### src/rtl/pwm_fault_pkg.sv
// Shared types for the PWM generator: output arrangement codes,
// override policy codes and the control-register layout.
// Assumes a 16-bit control register; the field positions are
// part of the external contract.
package pwm_fault_pkg;

    typedef enum logic [1:0] {
        OUT_COMP = 2'b00,
        OUT_RED  = 2'b01,
        OUT_PP   = 2'b10,
        OUT_ALT  = 2'b11
    } out_mode_e;

    typedef enum logic [1:0] {
        FLT_LATCH = 2'b00,
        FLT_CBC   = 2'b01,
        FLT_LATB  = 2'b10,
        FLT_OFF   = 2'b11
    } flt_mode_e;

    typedef struct packed {
        logic [5:0] spare;
        logic       lvl_lo;
        logic       lvl_hi;
        logic       cl_pol;
        logic       flt_pol;
        logic       imm_upd;
        logic       indep;
        flt_mode_e  fmode;
        out_mode_e  omode;
    } cfg_t;

    localparam int CFG_W = $bits(cfg_t);
    localparam logic [CFG_W-1:0] CFG_RESET = 16'h00CC;

endpackage

### src/rtl/pwm_cfg_reg.sv
// Byte-enabled control register. Each byte lane is written only when
// its enable is set together with the write strobe.
// Assumes DATA_W is a multiple of 8.
module pwm_cfg_reg #(
    parameter int DATA_W = 16,
    parameter logic [DATA_W-1:0] RESET_VAL = '0
) (
    input  logic              clk,
    input  logic              rst_n,
    input  logic              wr_en,
    input  logic [DATA_W/8-1:0] wr_be,
    input  logic [DATA_W-1:0] wr_data,
    output logic [DATA_W-1:0] q
);
    localparam int NBYTES = DATA_W / 8;

    for (genvar b = 0; b < NBYTES; b++) begin : g_lane
        // Purpose: hold one byte lane, load it on an enabled write.
        always_ff @(posedge clk) begin
            if (!rst_n) begin
                q[b*8 +: 8] <= RESET_VAL[b*8 +: 8];
            end else if (wr_en && wr_be[b]) begin
                q[b*8 +: 8] <= wr_data[b*8 +: 8];
            end
        end
    end
endmodule

### src/rtl/pwm_timebase.sv
// Primary time base: a counter that runs 0..P-1, the active period and
// duty registers (loaded at the boundary, or every cycle in immediate
// mode), the raw pulse compare and the alternating-period phase bit.
// Assumes a period of 0 is treated as a one-cycle period.
module pwm_timebase #(
    parameter int CNT_W = 16
) (
    input  logic             clk,
    input  logic             rst_n,
    input  logic [CNT_W-1:0] period,
    input  logic [CNT_W-1:0] duty,
    input  logic             imm_upd,
    output logic [CNT_W-1:0] per_act,
    output logic [CNT_W-1:0] duty_act,
    output logic             last,
    output logic             raw,
    output logic             phase
);
    localparam logic [CNT_W-1:0] ONE = CNT_W'(1);

    logic [CNT_W-1:0] cnt;

    // Purpose: flag the final cycle of the current period.
    always_comb begin
        last = (per_act == '0) || (cnt >= (per_act - ONE));
    end

    // Purpose: compare; duty of 0 never fires, duty >= period always fires.
    always_comb begin
        raw = (cnt < duty_act);
    end

    // Purpose: advance the counter and wrap it at the boundary.
    always_ff @(posedge clk) begin
        if (!rst_n) begin
            cnt <= '0;
        end else if (last) begin
            cnt <= '0;
        end else begin
            cnt <= cnt + ONE;
        end
    end

    // Purpose: load the active period and duty from their shadows.
    always_ff @(posedge clk) begin
        if (!rst_n) begin
            per_act  <= '0;
            duty_act <= '0;
        end else if (imm_upd || last) begin
            per_act  <= period;
            duty_act <= duty;
        end
    end

    // Purpose: toggle the push-pull phase once per period.
    always_ff @(posedge clk) begin
        if (!rst_n) begin
            phase <= 1'b0;
        end else if (last) begin
            phase <= ~phase;
        end
    end
endmodule

### src/rtl/pwm_out_shaper.sv
// Maps the raw pulse onto the two pins according to the output
// arrangement. Purely combinational; code 11 acts as complementary.
module pwm_out_shaper
    import pwm_fault_pkg::*;
(
    input  out_mode_e omode,
    input  logic      raw,
    input  logic      phase,
    output logic      gen_hi,
    output logic      gen_lo
);
    // Purpose: select the pin waveforms for the chosen arrangement.
    always_comb begin
        case (omode)
            OUT_RED: begin
                gen_hi = raw;
                gen_lo = raw;
            end
            OUT_PP: begin
                gen_hi = raw & ~phase;
                gen_lo = raw & phase;
            end
            default: begin
                gen_hi = raw;
                gen_lo = ~raw;
            end
        endcase
    end
endmodule

### src/rtl/pwm_ovr_track.sv
// Tracks one protection input. Cycle-by-cycle policy: active level sets
// a hold flag released only by the primary period boundary. Latched
// policy: only the polarity-selected edge sets the flag, and a clear
// while the input is inactive releases it. The override output combines
// the flag with the live trigger so the first edge already forces the pin.
// Assumes the input is already synchronous to clk.
module pwm_ovr_track
    import pwm_fault_pkg::*;
(
    input  logic      clk,
    input  logic      rst_n,
    input  logic      src_in,
    input  logic      pol,
    input  flt_mode_e fmode,
    input  logic      clear,
    input  logic      last,
    output logic      st,
    output logic      ov
);
    logic src_d;
    logic active;
    logic sel_edge;

    // Purpose: decode the active level and the selected edge.
    always_comb begin
        active   = (src_in == pol);
        sel_edge = active && (src_d != pol);
    end

    // Purpose: remember the previous input sample for edge detection.
    always_ff @(posedge clk) begin
        if (!rst_n) begin
            src_d <= 1'b0;
        end else begin
            src_d <= src_in;
        end
    end

    // Purpose: update the hold flag according to the override policy.
    always_ff @(posedge clk) begin
        if (!rst_n) begin
            st <= 1'b0;
        end else begin
            case (fmode)
                FLT_OFF: st <= 1'b0;
                FLT_CBC: begin
                    if (last) begin
                        st <= 1'b0;
                    end else if (active) begin
                        st <= 1'b1;
                    end
                end
                default: begin
                    if (sel_edge) begin
                        st <= 1'b1;
                    end else if (clear && !active) begin
                        st <= 1'b0;
                    end
                end
            endcase
        end
    end

    // Purpose: form the override request seen by the routing stage.
    always_comb begin
        case (fmode)
            FLT_OFF: ov = 1'b0;
            FLT_CBC: ov = st | active;
            default: ov = st | sel_edge;
        endcase
    end
endmodule

### src/rtl/pwm_fault_gen.sv
// Top of the single-channel PWM with fault and current-limit overrides.
// Holds the control register, the primary time base, the output shaper,
// one tracker per protection input (index 0 fault, index 1 current
// limit), the routing between them and the registered pins.
// Assumes protection inputs are synchronous to clk.
module pwm_fault_gen
    import pwm_fault_pkg::*;
#(
    parameter int CNT_W = 16
) (
    input  logic             clk,
    input  logic             rst_n,
    input  logic             cfg_wr_en,
    input  logic [1:0]       cfg_wr_be,
    input  logic [15:0]      cfg_wr_data,
    output logic [15:0]      cfg_q,
    input  logic [CNT_W-1:0] period,
    input  logic [CNT_W-1:0] duty,
    input  logic             fault_in,
    input  logic             clim_in,
    input  logic             flt_clear,
    output logic             pwm_hi,
    output logic             pwm_lo
);
    localparam int NSRC = 2;

    cfg_t             cfg_s;
    logic [CNT_W-1:0] per_act;
    logic [CNT_W-1:0] duty_act;
    logic             last;
    logic             raw;
    logic             phase;
    logic             gen_hi;
    logic             gen_lo;
    logic [NSRC-1:0]  src_vec;
    logic [NSRC-1:0]  pol_vec;
    logic [NSRC-1:0]  st_vec;
    logic [NSRC-1:0]  ov_vec;
    logic             hi_ov;
    logic             lo_ov;

    pwm_cfg_reg #(
        .DATA_W   (CFG_W),
        .RESET_VAL(CFG_RESET)
    ) u_cfg (
        .clk    (clk),
        .rst_n  (rst_n),
        .wr_en  (cfg_wr_en),
        .wr_be  (cfg_wr_be),
        .wr_data(cfg_wr_data),
        .q      (cfg_q)
    );

    assign cfg_s = cfg_t'(cfg_q);

    pwm_timebase #(
        .CNT_W(CNT_W)
    ) u_tb (
        .clk     (clk),
        .rst_n   (rst_n),
        .period  (period),
        .duty    (duty),
        .imm_upd (cfg_s.imm_upd),
        .per_act (per_act),
        .duty_act(duty_act),
        .last    (last),
        .raw     (raw),
        .phase   (phase)
    );

    pwm_out_shaper u_shape (
        .omode (cfg_s.omode),
        .raw   (raw),
        .phase (phase),
        .gen_hi(gen_hi),
        .gen_lo(gen_lo)
    );

    assign src_vec = {clim_in, fault_in};
    assign pol_vec = {cfg_s.cl_pol, cfg_s.flt_pol};

    for (genvar s = 0; s < NSRC; s++) begin : g_trk
        pwm_ovr_track u_trk (
            .clk   (clk),
            .rst_n (rst_n),
            .src_in(src_vec[s]),
            .pol   (pol_vec[s]),
            .fmode (cfg_s.fmode),
            .clear (flt_clear),
            .last  (last),
            .st    (st_vec[s]),
            .ov    (ov_vec[s])
        );
    end

    // Purpose: route the two override requests onto the two pins.
    always_comb begin
        if (cfg_s.indep) begin
            hi_ov = ov_vec[1];
            lo_ov = ov_vec[0];
        end else begin
            hi_ov = |ov_vec;
            lo_ov = |ov_vec;
        end
    end

    // Purpose: register the pins, taking the override level when forced.
    always_ff @(posedge clk) begin
        if (!rst_n) begin
            pwm_hi <= 1'b0;
            pwm_lo <= 1'b0;
        end else begin
            pwm_hi <= hi_ov ? cfg_s.lvl_hi : gen_hi;
            pwm_lo <= lo_ov ? cfg_s.lvl_lo : gen_lo;
        end
    end
endmodule

### config.mk
export PLATFORM = sky130hd
export DESIGN_NAME = pwm_fault_gen
export DESIGN_NICKNAME = d
export VERILOG_FILES = /design/src/rtl/pwm_fault_pkg.sv /design/src/rtl/pwm_cfg_reg.sv /design/src/rtl/pwm_timebase.sv /design/src/rtl/pwm_out_shaper.sv /design/src/rtl/pwm_ovr_track.sv /design/src/rtl/pwm_fault_gen.sv
export SDC_FILE = /design/constraint.sdc
export NUM_CORES = 1
export LEC_CHECK = 0
export BUFFER_PORTS_ARGS = -buffer_cell sky130_fd_sc_hd__buf_2
export CORE_ASPECT_RATIO = 0.75
export CORE_UTILIZATION = 45
export CTS_CLUSTER_SIZE = 10
export DETAILED_ROUTE_END_ITERATION = 8
export GPL_ROUTABILITY_DRIVEN = 0
export PLACE_DENSITY = 0.77
export SLEW_MARGIN = 20
export SYNTH_ARGS = -nofsm -noshare
export SYNTH_HDL_FRONTEND = slang
export SYNTH_SLANG_ARGS = --single-unit
### constraint.sdc
create_clock -name clk -period 4.67 [get_ports clk]
set_input_delay 0.2335 -clock clk [delete_from_list [all_inputs] [get_ports clk]]
set_output_delay 0.2335 -clock clk [all_outputs]
set_load 0.03 [all_outputs]
# Word level (Yosys, flattened, before mapping)
# Cells that the tools add are included.
dict set report word_totals {
  reg_bits 71
  input_bits 56
  wordCells 70
  output_inout_bits 18
}
dict set report op_classes {
  mux 18
  n_bitwise 9
  add_sub_neg 2
  reduce_logical 17
  magnitude_cmp 2
  n_eq_ne 10
}
# cell n
set op_table {}
lappend op_table {{16-bit by 1-bit adder with 16-bit output, second input constant} 1}
lappend op_table {{16-bit >= comparator} 1}
lappend op_table {{16-bit zero test} 1}
lappend op_table {{16-bit < comparator} 1}
lappend op_table {{16-bit by 1-bit subtractor with 16-bit output, second input constant} 1}
lappend op_table {{1-bit 2-to-1 mux} 13}
lappend op_table {{1-bit one-hot mux with 2 select lines} 5}
lappend op_table {{4-bit nonzero test} 2}
lappend op_table {{1-bit logical AND} 6}
lappend op_table {{3-bit by 2-bit != test with 1-bit output, second input constant} 2}
lappend op_table {{2-bit by 1-bit equality test with 1-bit output, second input constant} 2}
lappend op_table {{2-bit equality test, second input constant} 2}
lappend op_table {{1-bit bitwise OR} 4}
lappend op_table {{2-bit AND reduction} 2}
lappend op_table {{2-bit OR reduction} 2}
lappend op_table {{1-bit inverter} 3}
lappend op_table {{1-bit AND} 2}
lappend op_table {{1-bit equality test} 2}
lappend op_table {{1-bit zero test} 2}
lappend op_table {{1-bit logical OR} 2}
lappend op_table {{1-bit != test} 2}

# Depth between registers and ports, before layout
dict set report depth {
  word_depth 7
  mapped_depth 15
  ltp_nobuf 13
}

# Modules after synthesis
# Synthesis repeated with hierarchy kept, for this count alone.
dict set report unflattened {
  hier_cells 471
  hier_area_um2 4078.9
}
# mod instances area_per_inst_um2 seq_area_each_um2 cells_each
set by_module_without_submodules {}
lappend by_module_without_submodules {pwm_timebase 1 2956.6 980.9 348}
lappend by_module_without_submodules {pwm_cfg_reg 1 725.7 320.3 75}
lappend by_module_without_submodules {pwm_ovr_track 2 118.9 40.0 14}
lappend by_module_without_submodules {pwm_fault_gen 1 96.3 40.0 11}
lappend by_module_without_submodules {pwm_out_shaper 1 62.6 0.0 9}

# Worst setup path after synthesis
# Ideal clock, no wire load.
dict set report synth_path {
  path_type {flip-flop to flip-flop}
  startpoint {register u_tb.per_act[3]}
  endpoint {register u_tb.duty_act[0]}
  period_less_slack_ns 3.504
  stages_incl_launch_ff 15
  arrival_ns 3.432
  setup_ns 0.072
  slack_ns 1.166
  path_cell_list {dfxtp_1 -> or4_1 -> or2_4 -> nor4b_1 -> nand3b_1 -> xor2_1 -> ha_1 -> a21oi_1 -> nor2b_1 -> o21ai_0 -> nor4bb_1 -> and3b_1 -> buf_6 -> buf_12 -> mux2i_1}
}
dict set report synth_via {
  elab_chain_len 4
  elab_cells_between_ends 5
  cone_classes {add/sub: 1; order compare: 1; reduce/logical: 3}
}
# element line
set synth_rtl {}
lappend synth_rtl {{start: declaration} pwm_timebase.sv:13} ;# output logic [CNT_W-1:0] per_act,
lappend synth_rtl {{start signal: assignment} pwm_timebase.sv:50} ;# per_act <= period;
lappend synth_rtl {{16-bit by 1-bit subtractor with 16-bit output} pwm_timebase.sv:25} ;# last = (per_act == '0) || (cnt >= (per_act - ONE));
lappend synth_rtl {{16-bit >= comparator} pwm_timebase.sv:25}
lappend synth_rtl {{1-bit logical OR *} pwm_timebase.sv:25}
lappend synth_rtl {{1-bit logical OR *} pwm_timebase.sv:49} ;# end else if (imm_upd || last) begin
lappend synth_rtl {{end signal: assignment} pwm_timebase.sv:51} ;# duty_act <= duty;
lappend synth_rtl {{end: declaration} pwm_timebase.sv:14} ;# output logic [CNT_W-1:0] duty_act,
# Mark *: on every way between the ends. The rest lies on a longest branch, timed or not.
# A chain may end at the register's enable or synchronous reset.

# Worst setup path in the final report
dict set report layout_path {
  startpoint {register u_tb.per_act[3]}
  endpoint {register u_tb.duty_act[1]}
}
# Same word-level chain as after synthesis.

==> results.sh <==
export IMPL_status="finished, final reports clean"
export IMPL_syn_area_sq_mm=0.00397
export IMPL_p_int_mw=1.52
export IMPL_grt_pass1_vias=3305
export IMPL_cp_arrival_ns=4.58
export IMPL_pwr_share_seq_pct=33.0
export IMPL_rows=29
export IMPL_critPathCaptureType="flop"
export IMPL_hold_slack_ns=0.106
export IMPL_clock_power_share_pct=30.5
export IMPL_critPathKind="reg -> reg"
export IMPL_period_share_pct=92.5
export IMPL_avgRoutedWirePerCell_um=12.7
export IMPL_fin_setup_tns_ns=0
export IMPL_reg2reg_slack_ns=0.35
export IMPL_antenna_found_initial=0
export IMPL_grt_pass1_wl_um=14100
export IMPL_cts_sink_count=71
export IMPL_path_max_fanout=20
export IMPL_hold_violations=0
export IMPL_cts_root_buf="clkbuf_16"
export IMPL_switchingPower_uw=797
export IMPL_yosysWarnings=0
export IMPL_ios=74
export IMPL_hold_path_class="in -> reg"
export IMPL_startpoint_type="flop"
export IMPL_ir_worst_vdd_mv=0.274
export IMPL_antenna_cells=0
export IMPL_drv_cap=0
export IMPL_leakagePower_nw=2.17
export IMPL_startpoint="u_tb.per_act[3]$_SDFFE_PN0P_"
export IMPL_drcViolationCount=0
export IMPL_rsz0062_at_grt="false"
export IMPL_slew_headroom_pct=54.9
export IMPL_path_clk_slew_ns=0.06
export IMPL_drtPass1Iterations=4
export IMPL_fillCellCount=738
export IMPL_cts_htree_levels=3
export IMPL_worst_slew_pin_transition_ns=0.667
export IMPL_yosys_area_share_simple_pct=23.6
export IMPL_setup_viol=0
export IMPL_synth_top_family_by_area="simple AND/OR/NAND/NOR gates"
export IMPL_syn_inst=475
export IMPL_finalClockSkew_ns=0.00530
export IMPL_maxSlewViolCount=0
export IMPL_synth_xor_area_share_pct=7.06
export IMPL_reg2reg_depth=13
export IMPL_max_freq_mhz=231
export IMPL_period_needed_ns=4.32
export IMPL_core_sq_mm=0.00849
export IMPL_die_width_um=110
export IMPL_wirelength_um=8280
export IMPL_r2r_start="u_tb.per_act[3]$_SDFFE_PN0P_"
export IMPL_numPortBuffers=73
export IMPL_r2r_end="u_tb.duty_act[1]$_SDFFE_PN0P_"
export IMPL_grtUsageTotal_pct=18.9
export IMPL_multi_input_area_sq_mm=0.00231
export IMPL_fin_area_sq_mm=0.00467
export IMPL_p_comb_share_pct=36.5
export IMPL_final_cell_mix="nand2_1, buf_2, dfxtp_1, ha_1"
export IMPL_synthAdderAreaFrac_pct=11.0
export IMPL_die_area_sq_mm=0.00921
export IMPL_cts_buffer_depth=2
export IMPL_grt_max_degree=58
export IMPL_dp_slack_ns=0.469
export IMPL_yosys_register_bits=71
export IMPL_numCtsBuffers=9
export IMPL_synth_compound_area_share_pct=7.94
export IMPL_cts_hold_buffers=0
export IMPL_final_seq_area_sq_mm=0.00142
export IMPL_muxShareOfSynthArea_pct=8.57
export IMPL_drive_above_1_share_pct=17.6
export IMPL_nNetsFinal=630
export IMPL_die_y_um=83.4
export IMPL_area_growth_pct=17.5
export IMPL_via_per_inst=5.12
export IMPL_overflow=0
export IMPL_post_cts_resized=0
export IMPL_syn_area_per_cell_sq_um=8.36
export IMPL_post_cts_buffers=0
export IMPL_swShare_pct=34.4
export IMPL_crit_end="u_tb.duty_act[1]$_SDFFE_PN0P_"
export IMPL_cts_tree="yes"
export IMPL_ys_seq_area_share_pct=35.8
export IMPL_ant_nets=0
export IMPL_place_area_sq_mm=0.00435
export IMPL_crit_required_ns=4.93
export IMPL_powerDensity_mw_per_mm2=497
export IMPL_drt_iter0_drc=100
export IMPL_clk_latency_ns=0.33
export IMPL_setup_ws_ns=0.349
export IMPL_dp_hpwl_um=6350
export IMPL_synth_nets=566
export IMPL_initial_core_util_pct=46.8
export IMPL_synth_cell_types=45
export IMPL_mostFrequentLayoutCell="nand2_1"
export IMPL_vias=3335
==> area by class of cell <==
class	instances	area share, %
inverters	23	1.85
repair buffers	75	8.42
well taps	108	2.90
multi-input cells	359	49.6
clock inverters	4	1.10
clock buffers	12	5.71
flip-flops and latches	71	30.5
==> logic make-up (layout without fill, tap and decap cells) <==
kind of cell,after synthesis,count (layout)
flip-flops,71,71
adder cells (fa/ha/maj),35,35
XOR/XNOR,32,32
multiplexers,34,34
AND/OR/NAND/NOR,210,210
buffers and inverters,45,114
AO/OA/AOI/OAI,48,48
==> worst max-delay path, stage by stage (launching register included) <==
cell,delay [ns]
dfxtp_1,0.36
or4_1,0.58
or2_4,0.28
nor4b_1,0.41
nand3b_1,0.15
xor2_1,0.16
ha_1,0.30
a21oi_1,0.15
nor2b_1,0.06
o21ai_0,0.12
nor4bb_1,0.62
and3b_2,0.59
buf_12,0.25
mux2i_1,0.21
==> routing by layer <==
metal,part of all wire [%],vias to the layer above,routed length [um],GRT usage [%]
li1,-,1723,-,-
met2,45,73,3750,31.3
met1,47,1521,3890,22.4
met3,6.0,18,494,7.52
met5,0,-,0,0
met4,1.8,0,148,6.18
==> worst min-delay path by stage <==
| stage | start | to | slack [ns] | depth (start not counted) |
|---|---|---|---|---|
| global placement | cfg_wr_data[3] | u_cfg.q[3]$_SDFFE_PN1P_ | 0.44 | 3 |
| detailed placement | cfg_wr_data[2] | u_cfg.q[2]$_SDFFE_PN1P_ | 0.45 | 3 |
| finish | cfg_wr_data[2] | u_cfg.q[2]$_SDFFE_PN1P_ | 0.11 | 3 |
| CTS | cfg_wr_data[2] | u_cfg.q[2]$_SDFFE_PN1P_ | 0.09 | 3 |
| global route | cfg_wr_data[2] | u_cfg.q[2]$_SDFFE_PN1P_ | 0.11 | 3 |
| floorplan | fault_in | g_trk[0].u_trk.src_d$_SDFF_PN0_ | 0.36 | 1 |
==> power groups by stage <==
stage	logic [mW]	registers, mW	clock network, mW
3_3_place_gp	0.789	0.774	0
4_1_cts	0.840	0.764	0.723
5_1_grt	0.932	0.776	0.754
3_5_place_dp	0.828	0.774	0
2_1_floorplan	0.687	0.784	0
6_report	0.845	0.765	0.707
==> Yosys cell counts <==
| cell | instances | area [sq um] |
|---|---|---|
| ha_1 | 35 | 438 |
| buf_1 | 1 | 3.75 |
| nor3_1 | 7 | 35.0 |
| mux2i_1 | 34 | 340 |
| nor4b_1 | 1 | 8.76 |
| nand2_1 | 114 | 428 |
| nor4_4 | 1 | 21.3 |
| a21o_1 | 1 | 7.51 |
| or2_2 | 1 | 6.26 |
| a211oi_1 | 1 | 7.51 |
| o21a_1 | 3 | 22.5 |
| or4_1 | 1 | 7.51 |
| or2_4 | 1 | 8.76 |
| a22oi_1 | 1 | 7.51 |
| o21ai_0 | 8 | 40.0 |
| and3b_1 | 1 | 8.76 |
| xor2_1 | 17 | 149 |
| dfxtp_1 | 71 | 1420 |
| nor2_1 | 34 | 128 |
| a21oi_1 | 13 | 65.1 |
| nand2b_1 | 6 | 37.5 |
| nand3b_1 | 3 | 22.5 |
| a2111oi_0 | 1 | 8.76 |
| buf_6 | 1 | 11.3 |
| nor2b_1 | 1 | 6.26 |
| buf_12 | 3 | 60.1 |
| xnor2_1 | 15 | 131 |
| nor4bb_1 | 1 | 10.0 |
| buf_4 | 3 | 22.5 |
| a21boi_0 | 13 | 97.6 |
| o22ai_1 | 1 | 6.26 |
| nand3_1 | 22 | 110 |
| and2_1 | 3 | 18.8 |
| o311ai_0 | 1 | 8.76 |
| inv_1 | 23 | 86.3 |
| o32ai_1 | 2 | 17.5 |
| nand4_1 | 6 | 37.5 |
| clkbuf_1 | 13 | 48.8 |
| or3_1 | 1 | 6.26 |
| nor4_1 | 4 | 25.0 |
| o21bai_1 | 1 | 7.51 |
| a22oi_2 | 1 | 12.5 |
| a31oi_1 | 1 | 6.26 |
| and3_1 | 2 | 12.5 |
| buf_2 | 1 | 5.00 |
==> through the flow <==
step	std cells	util [%]	total power, mW
floorplan	475	-	1.47
global placement	636	51.2	1.56
detailed placement	636	51.2	1.60
CTS	652	55.0	2.33
global route	652	55.0	2.46
finish	652	55.0	2.32
==> flip-flops by register name, summed over array words and instances (netlist names) <==
register,cells
u_tb.per_act,16
u_cfg.q,16
pwm_hi,1
u_tb.cnt,16
u_tb.duty_act,16
u_tb.phase,1
pwm_lo,1
g_trk.u_trk.st,2
g_trk.u_trk.src_d,2
(Power assumes the default switching activity.)
